**config.mk**
```make
export PLATFORM = sky130hd
export DESIGN_NAME = stuck_low_monitor
export DESIGN_NICKNAME = d
export VERILOG_FILES = /design/src/rtl/stlm_pkg.sv /design/src/rtl/stlm_limit_sel.sv /design/src/rtl/stlm_timer.sv /design/src/rtl/stlm_status.sv /design/src/rtl/stuck_low_monitor.sv
export SDC_FILE = /design/constraint.sdc
export NUM_CORES = 1
export LEC_CHECK = 0
export BUFFER_PORTS_ARGS = -buffer_cell sky130_fd_sc_hd__buf_2
export CORE_AREA = 2 2 39 41
export DETAILED_ROUTE_END_ITERATION = 6
export DIE_AREA = 0 0 41 43
export GPL_TIMING_DRIVEN = 1
export PLACE_DENSITY_LB_ADDON = 0.15
export REMOVE_ABC_BUFFERS = 1
export SKIP_CTS_REPAIR_TIMING = 1
export SLEW_MARGIN = 25
export SYNTH_ARGS = -nofsm -noshare
export SYNTH_HDL_FRONTEND = slang
export SYNTH_SLANG_ARGS = --single-unit
export TNS_END_PERCENT = 10
```
**constraint.sdc**
```tcl
create_clock -name clk -period 1.5 [get_ports clk]
set_input_delay 0.15 -clock clk [delete_from_list [all_inputs] [get_ports clk]]
set_output_delay 0.15 -clock clk [all_outputs]
set_load 0.1 [all_outputs]
```
**src/rtl/stlm_pkg.sv**
```systemverilog
package stlm_pkg;
  typedef enum logic [1:0] {
    SEL_OFF   = 2'b00,
    SEL_LONG  = 2'b01,
    SEL_MID   = 2'b10,
    SEL_SHORT = 2'b11
  } tsel_e;
endpackage

```
**src/rtl/stlm_limit_sel.sv**
```systemverilog
module stlm_limit_sel
  import stlm_pkg::*;
#(
  parameter int TICKS_LONG  = 60,
  parameter int TICKS_MID   = 30,
  parameter int TICKS_SHORT = 15,
  parameter int CNT_W       = 6
) (
  input  logic [1:0]       tsel,
  output logic             en,
  output logic [CNT_W-1:0] limit
);
  always_comb begin
    en    = 1'b1;
    limit = CNT_W'(TICKS_LONG);
    unique case (tsel_e'(tsel))
      SEL_OFF:   begin en = 1'b0; limit = CNT_W'(TICKS_LONG); end
      SEL_LONG:  limit = CNT_W'(TICKS_LONG);
      SEL_MID:   limit = CNT_W'(TICKS_MID);
      SEL_SHORT: limit = CNT_W'(TICKS_SHORT);
      default:   begin en = 1'b0; limit = CNT_W'(TICKS_LONG); end
    endcase
  end
endmodule

```
**src/rtl/stlm_timer.sv**
```systemverilog
module stlm_timer #(
  parameter int SAT   = 60,
  parameter int CNT_W = 6
) (
  input  logic             clk,
  input  logic             rst_n,
  input  logic             bus_low,
  input  logic             en,
  input  logic             tick,
  input  logic [CNT_W-1:0] limit,
  output logic             expired
);
  localparam logic [CNT_W-1:0] SAT_V = CNT_W'(SAT);
  logic [CNT_W-1:0] cnt;

  always_ff @(posedge clk) begin
    if (!rst_n)                cnt <= '0;
    else if (!bus_low || !en)  cnt <= '0;
    else if (tick && cnt < SAT_V) cnt <= cnt + 1'b1;
  end

  assign expired = en && (cnt >= limit);
endmodule

```
**src/rtl/stlm_status.sv**
```systemverilog
module stlm_status (
  input  logic clk,
  input  logic rst_n,
  input  logic live,
  input  logic fault_clr,
  output logic sticky,
  output logic pulse
);
  logic live_d;

  always_ff @(posedge clk) begin
    if (!rst_n) begin
      live_d <= 1'b0;
      sticky <= 1'b0;
    end else begin
      live_d <= live;
      if (live)           sticky <= 1'b1;
      else if (fault_clr) sticky <= 1'b0;
    end
  end

  assign pulse = live && !live_d;
endmodule

```
**src/rtl/stuck_low_monitor.sv**
```systemverilog
module stuck_low_monitor #(
  parameter int TICKS_LONG  = 60,
  parameter int TICKS_MID   = 30,
  parameter int TICKS_SHORT = 15
) (
  input  logic       clk,
  input  logic       rst_n,
  input  logic       sda_in,
  input  logic       scl_in,
  input  logic       tick,
  input  logic [1:0] tsel,
  input  logic       fault_clr,
  output logic       to_live,
  output logic       to_sticky,
  output logic       disc_pulse,
  output logic       alert_n
);
  localparam int CNT_W = $clog2(TICKS_LONG + 1);

  logic             en;
  logic [CNT_W-1:0] limit;
  logic             bus_low;

  assign bus_low = !sda_in || !scl_in;

  stlm_limit_sel #(
    .TICKS_LONG(TICKS_LONG), .TICKS_MID(TICKS_MID),
    .TICKS_SHORT(TICKS_SHORT), .CNT_W(CNT_W)
  ) u_sel (
    .tsel(tsel), .en(en), .limit(limit)
  );

  stlm_timer #(.SAT(TICKS_LONG), .CNT_W(CNT_W)) u_timer (
    .clk(clk), .rst_n(rst_n), .bus_low(bus_low), .en(en),
    .tick(tick), .limit(limit), .expired(to_live)
  );

  stlm_status u_stat (
    .clk(clk), .rst_n(rst_n), .live(to_live), .fault_clr(fault_clr),
    .sticky(to_sticky), .pulse(disc_pulse)
  );

  assign alert_n = !to_sticky;
endmodule

```
==> impl_metrics.json, run 1 <==
{
  "status": "finished with violations",
  "violations": "setup timing",
  "yosys-top-cells-area": "dfxtp_1, ha_1, a21oi_1",
  "critical_path_class": "register to output port",
  "yosys-top-cells-count": "dfxtp_1, nor2_1, a21oi_1, ha_1, nand2_1",
  "p_per_area_nw_per_um2": 666,
  "leakage_nw": 0.300,
  "die_h_um": 43,
  "die_x_um": 41,
  "worst_path_max_delay_cell": "dfxtp_2",
  "irDropWorstVdd_mv": 0.315,
  "core_area_um2": 1380,
  "vias": 408,
  "cts_tree": "yes",
  "period_needed_ps": 1860,
  "clk_pin_slew_worst_paths_ps": 60,
  "reg2reg_depth": 7,
  "synth_top_area_share_pct": 35.6,
  "area_growth_syn_to_layout_pct": 46.4,
  "finalCritPeriodShare_pct": 124,
  "grt_usage_pct": 13.7,
  "ys_async_sr_fraction_pct": 0,
  "dp_cells": 89,
  "seq_area_um2": 161,
  "relSlewSlack_pct": 67.8,
  "cts_num_sinks": 8,
  "max_freq_mhz": 537,
  "routed_via_density": 4.43,
  "antenna_cells": 0,
  "final_hold_viol_count": 0,
  "design_area_um2": 659,
  "worst_slew_pin_slew_ps": 487,
  "route.detailed.drc": 0,
  "timing.rr.start": "u_timer.cnt[0]$_SDFFE_PP0P_",
  "worstReg2RegEnd": "u_stat.sticky$_SDFFE_PN0P_",
  "finalNonFillerCells": 92,
  "drive_gt1_share_pct": 39.5,
  "rsz0062_at_grt": "yes",
  "htreeDepth": 1,
  "cp.depth": 7,
  "cp.required_ps": 1350,
  "cap_viol_max_count": 0,
  "grt-ovfl-total": 0,
  "synth_seq_cells": 8,
  "startpoint_type": "register",
  "hp-class": "input pin to register",
  "core.rowCount": 14,
  "multiInputGateArea_um2": 284,
  "nets": 91,
  "drt_pre_antenna_iters": 2,
  "rrSetupSlack_ps": 20,
  "drt_iter0_drc": 7,
  "netlist_instances": 53,
  "skew_ps": 0.779,
  "wirelength_um": 896,
  "cts_root_buf": "clkbuf_4",
  "hold_depth": 3,
  "ioPinCount": 12,
  "grt_max_degree": 7,
  "yosysTopAreaCell": "dfxtp_1",
  "synth_ff_type": "dfxtp_1",
  "place_area_um2": 627,
  "routabilityCongestion": 0.678,
  "ant_nets": 0,
  "dp_hpwl_um": 744,
  "grt_pass1_vias": 378,
  "insertion_delay_ps": 250,
  "crit_chain": "inv_1 -> ha_1 -> nand2b_1 -> a21oi_1 -> o31a_1 -> nor3_4 -> buf_12",
  "finalMaxSlewViolations": 0,
  "seq_area_frac_synth_pct": 35.6,
  "setup-violations-final": 2,
  "worst_slack_ps": -363,
  "synth_cell_type_count": 22,
  "wire_per_inst_um": 9.74,
  "portBuffers": 11,
  "synth_edf_count": 0,
  "cp.arrival_ps": 1710,
  "critPathCaptureType": "output port",
  "syn_area_um2": 450,
  "max_stage_delay_ps": 320,
  "dieArea_um2": 1760,
  "hold_path_startpoint": "fault_clr",
  "yosysWarnings": 0,
  "holdPathEnd": "u_stat.sticky$_SDFFE_PN0P_",
  "grt_antenna_before_repair": 0,
  "start_util_pct": 32.5,
  "cts_buffers": 3,
  "fillCellCount": 138,
  "grt_pass1_wl_mm": 1.57,
  "critPathMaxFanout": 3,
  "cts.path.max_buffers": 2,
  "synth_area_per_cell_um2": 8.50,
  "critical-path-top-delay-family": "compound AO/OA/AOI/OAI gates",
  "cp_num_buf_inv": 2
}
==> per-layer routing <==
layer  wire length (um)  vias up  global-route usage, %  part of all wire (%)
met1                440      171                   17.8                    49
met2                417        3                   17.8                    47
met5                  0        -                      0                     0
li1                   -      232                      -                     -
met4                 17        0                   8.00                   1.9
met3                 20        2                   6.28                   2.2
==> worst max path at each step <==
stage | start | to | slack, ps
after CTS | u_timer.cnt[0]$_SDFFE_PP0P_ | disc_pulse | -470
after global routing | u_timer.cnt[0]$_SDFFE_PP0P_ | disc_pulse | -470
after detailed placement | tsel[0] | disc_pulse | -230
after global placement | tsel[0] | disc_pulse | -230
after floorplan | u_timer.cnt[0]$_SDFFE_PP0P_ | to_live | -1030
final | u_timer.cnt[0]$_SDFFE_PP0P_ | disc_pulse | -360
==> registers in the layout, indices dropped and copies added, names as in the netlist <==
register       cells
u_stat.live_d      1
u_stat.sticky      1
u_timer.cnt        6
==> cell usage in the layout (no fill, tap or decap), drive strengths merged <==
master / count
o21ai: 3
mux2i: 2
nand3b: 1
buf: 21
nand2: 5
and2: 1
a41oi: 1
nand2b: 2
nand4: 1
and3: 1
nor3: 2
ha: 5
o31a: 1
xnor2: 1
a21oi: 6
nor2: 8
dfxtp: 8
clkbuf: 3
inv: 3
a211oi: 1
==> cell families (layout without fill, tap and decap cells) <==
group	count (synthesis)	count (layout)	synth area share, %
muxes	2	2	4.44
and+or+nand+nor	21	21	24.4
buffers and inverters	4	27	3.33
AOI/OAI and AO/OA	12	12	16.4
DFF	8	8	35.6
adders and majority gates	5	5	13.9
xor gates and xnor gates	1	1	1.94
==> tightest hold or removal path, delay by kind of cell <==
family                 cells  cell delay [ps]
AND/OR/NAND/NOR            1               90
buffers and inverters      1               70
AO/OA/AOI/OAI              1               50
==> report_power, final <==
| part | internal (W) | switching [W] | total [W] | leakage (nW) |
|---|---|---|---|---|
| logic | 0.0000294 | 0.0000259 | 0.0000553 | 0.222 |
| clock network | 0.0000917 | 0.0000755 | 0.000167 | 0.0138 |
| registers | 0.000216 | 0.00000114 | 0.000217 | 0.0650 |
==> layout make-up <==
type	instances	area share, %
clock buffers	3	3.42
inverters	3	1.71
multi-input cells	41	43.1
well taps	16	3.04
repair buffers	21	24.3
flip-flops and latches	8	24.5
==> metrics by stage <==
stage               setup WS, ps  power (W)  setup TNS, ps  hold slack (ps)  utilization [%]
floorplan                  -1030   0.000247          -2250              296                -
global placement            -228   0.000276           -432              419             45.3
detailed placement          -234   0.000276           -474              426             45.3
CTS                         -473   0.000453           -924              151             46.9
global route                -468   0.000470          -1080              175             47.6
finish                      -363   0.000439           -687              161             47.6
Power figures use the tool's default switching activity.
==> run 2, diff against run 1 <==
--- a/config.mk
+++ b/config.mk
@@ -16,5 +16,6 @@
 export SLEW_MARGIN = 25
 export SYNTH_ARGS = -nofsm -noshare
 export SYNTH_HDL_FRONTEND = slang
+export SYNTH_HIERARCHICAL = 1
 export SYNTH_SLANG_ARGS = --single-unit
 export TNS_END_PERCENT = 10
==> constraint.sdc (replaced) <==
create_clock -name clk -period 1.6 [get_ports clk]
set_input_delay 0.16 -clock clk [delete_from_list [all_inputs] [get_ports clk]]
set_output_delay 0.16 -clock clk [all_outputs]
set_load 0.1 [all_outputs]
==> impl_metrics.json, run 2 <==
{
  "hold_depth": 2,
  "routed_via_density": 5.02,
  "routabilityCongestion": 0.706,
  "finalMaxSlewViolations": 0,
  "start_util_pct": 41.0,
  "ys_async_sr_fraction_pct": 0,
  "wirelength_mm": 1.10,
  "synth_ff_type": "dfxtp_1",
  "worst_path_max_delay_cell": "dfxtp_2",
  "yosysMostFrequentCell": "nand2_1",
  "worst_slack_ps": -156,
  "rsz0062_at_grt": "yes",
  "yosys-top-cells-count": "nand2_1, dfxtp_1, inv_1, ha_1, nand4_1",
  "nets": 104,
  "grt_usage_pct": 14.5,
  "max_freq_mhz": 569,
  "holdPathEnd": "u_stat/sticky$_SDFFE_PN0P_",
  "critPathMaxFanout": 3,
  "violations": "setup timing",
  "synth_top_area_share_pct": 28.2,
  "portBuffers": 11,
  "reg_top3": "u_timer/cnt: 6 flops, u_stat/live_d: 1 flops, u_stat/sticky: 1 flops",
  "synth_compound_area_share_pct": 17.8,
  "synth_top_family_by_area": "simple AND/OR/NAND/NOR gates",
  "antenna_cells": 0,
  "grt_pass1_wl_mm": 1.70,
  "ioPinCount": 12,
  "core_area_um2": 1380,
  "yosys.area_share.adder_pct": 15.4,
  "route.met2.wl_um": 534,
  "htreeDepth": 1,
  "final_hold_viol_count": 0,
  "layout_common_cells": "nand2_1, buf_2, buf_4",
  "cts_num_sinks": 8,
  "timing.rr.start": "u_timer/cnt[2]$_SDFFE_PP0P_",
  "muxShareOfSynthArea_pct": 1.76,
  "setup-violations-final": 2,
  "max_stage_delay_ps": 340,
  "cp.required_ps": 1440,
  "seq_area_frac_synth_pct": 28.2,
  "core.rowCount": 14,
  "layout_commonest_cell": "nand2_1",
  "insertion_delay_ps": 250,
  "finalSetupTns_ps": -283,
  "synth_area_per_cell_um2": 8.35,
  "hp-class": "input pin to register",
  "critPathLaunch": "u_timer/cnt[0]$_SDFFE_PP0P_",
  "synth_xor_area_share_pct": 0,
  "vias": 517,
  "p_per_area_nw_per_um2": 551,
  "cp_num_buf_inv": 2,
  "area_growth_syn_to_layout_pct": 40.5,
  "yosysWarnings": 6,
  "grt-ovfl-total": 0,
  "drt_pre_antenna_iters": 3,
  "yosysTopAreaCell": "dfxtp_1",
  "dp_hpwl_um": 879,
  "hold_path_startpoint": "rst_n",
  "period_needed_ps": 1760,
  "critPathCaptureType": "output port",
  "ant_nets": 0,
  "die_h_um": 43,
  "synth_cell_type_count": 33,
  "grt_antenna_before_repair": 0,
  "m1WireLength_um": 513,
  "largest_reg_flops": 6,
  "drt_iter0_drc": 4,
  "yosys-top-cells-area": "dfxtp_1, ha_1, nand2_1",
  "regMostFlops": "u_timer/cnt",
  "die_x_um": 41,
  "netlist_instances": 68,
  "route.detailed.drc": 0,
  "cts.path.max_buffers": 2,
  "drive_gt1_share_pct": 40.2,
  "irDropWorstVdd_mv": 0.421,
  "cts_tree": "yes",
  "startpoint_type": "register",
  "reg2reg_depth": 6,
  "worstReg2RegEnd": "u_stat/sticky$_SDFFE_PN0P_",
  "crit_chain": "inv_2 -> ha_4 -> nand2b_4 -> a31oi_4 -> o2bb2ai_2 -> nor2b_4 -> buf_12",
  "cts_root_buf": "clkbuf_4",
  "top_layer_used": "met4",
  "pre_cts_slack_ps": -83.3,
  "skew_ps": 1.19,
  "critical-path-top-delay-family": "flip-flops",
  "critical_path_class": "register to output port",
  "wire_per_inst_um": 10.6,
  "finalCritPeriodShare_pct": 110,
  "wl_met3_um": 29,
  "cts_buffers": 3,
  "synth_edf_count": 0,
  "clk_pin_slew_worst_paths_ps": 50,
  "leakage_nw": 0.399,
  "syn_area_um2": 568,
  "grt_pass1_vias": 446,
  "cap_viol_max_count": 0,
  "dieArea_um2": 1760,
  "synth_seq_cells": 8,
  "cp.arrival_ps": 1600,
  "rrSetupSlack_ps": 160,
  "grt_max_degree": 7,
  "yosys.area_share.simple_pct": 26.7,
  "status": "finished with violations"
}
run 2: changes by cell type after synthesis, sizes merged, moves of 2 or more:
cell   before  now
nor2        8    1
inv         3    8
nand2       5   10
a21oi       6    2
buf         0    3
nand4       1    4
o21ai       3    0
ha          5    7
nand3       0    2
nor2b       0    2
o21a        0    2
run 2: cell families (layout without fill, tap and decap cells):
kind of cell / Yosys count / in the layout
and+or+nand+nor: 26 / 26
buffers and inverters: 12 / 30
AOI/OAI and AO/OA: 13 / 13
other: 1 / 2
muxes: 1 / 1
adders and majority gates: 7 / 7
DFF: 8 / 8
run 2: through the flow:
stage                     instance area [um^2]  hold slack, ps  cells  total power (W)  utilization [%]
after CTS                                  728             150    102         0.000429             52.6
final                                      798             155    103         0.000440             57.7
after global routing                       798             171    103         0.000459             57.7
after global placement                     706             413     99         0.000268             51.0
after floorplan                            548             277     65         0.000243                -
after detailed placement                   706             414     99         0.000269             51.0
run 2: power breakdown:
| group | total (W) | switching, W | internal (W) |
|---|---|---|---|
| Clock | 0.000157 | 0.0000707 | 0.0000860 |
| Combinational | 0.0000785 | 0.0000413 | 0.0000372 |
| Sequential | 0.000205 | 0.00000234 | 0.000202 |
run 2: area by class of cell:
class	instances	area (um^2)
inverter	8	30.0
tap	16	20.0
timing repair buffer	19	145
clock buffer	3	22.5
multi-input combinational	49	419
sequential	8	161
fill	140	586
run 2: how the worst max path moves through the flow:
stage	slack, ps	end	cells after the start
finish	-160	disc_pulse	7
floorplan	-2390	disc_pulse	6
detailed placement	-80	disc_pulse	8
CTS	-330	disc_pulse	7
global placement	-70	disc_pulse	8
global route	-240	disc_pulse	7
run 2: metal layers:
| metal | up-vias | global-route usage, % |
|---|---|---|
| met1 | 235 | 18.1 |
| met2 | 5 | 21.9 |
| met3 | 2 | 1.57 |
| met5 | - | 0 |
| li1 | 275 | - |
| met4 | 0 | 10.0 |
run 2: worst register-to-register path: stages (launching register included):
cell and delay (ps):
dfxtp_1 340, ha_4 230, a21o_1 200, a31oi_4 150, o2bb2ai_2 80, buf_4 150
o21a_1 180
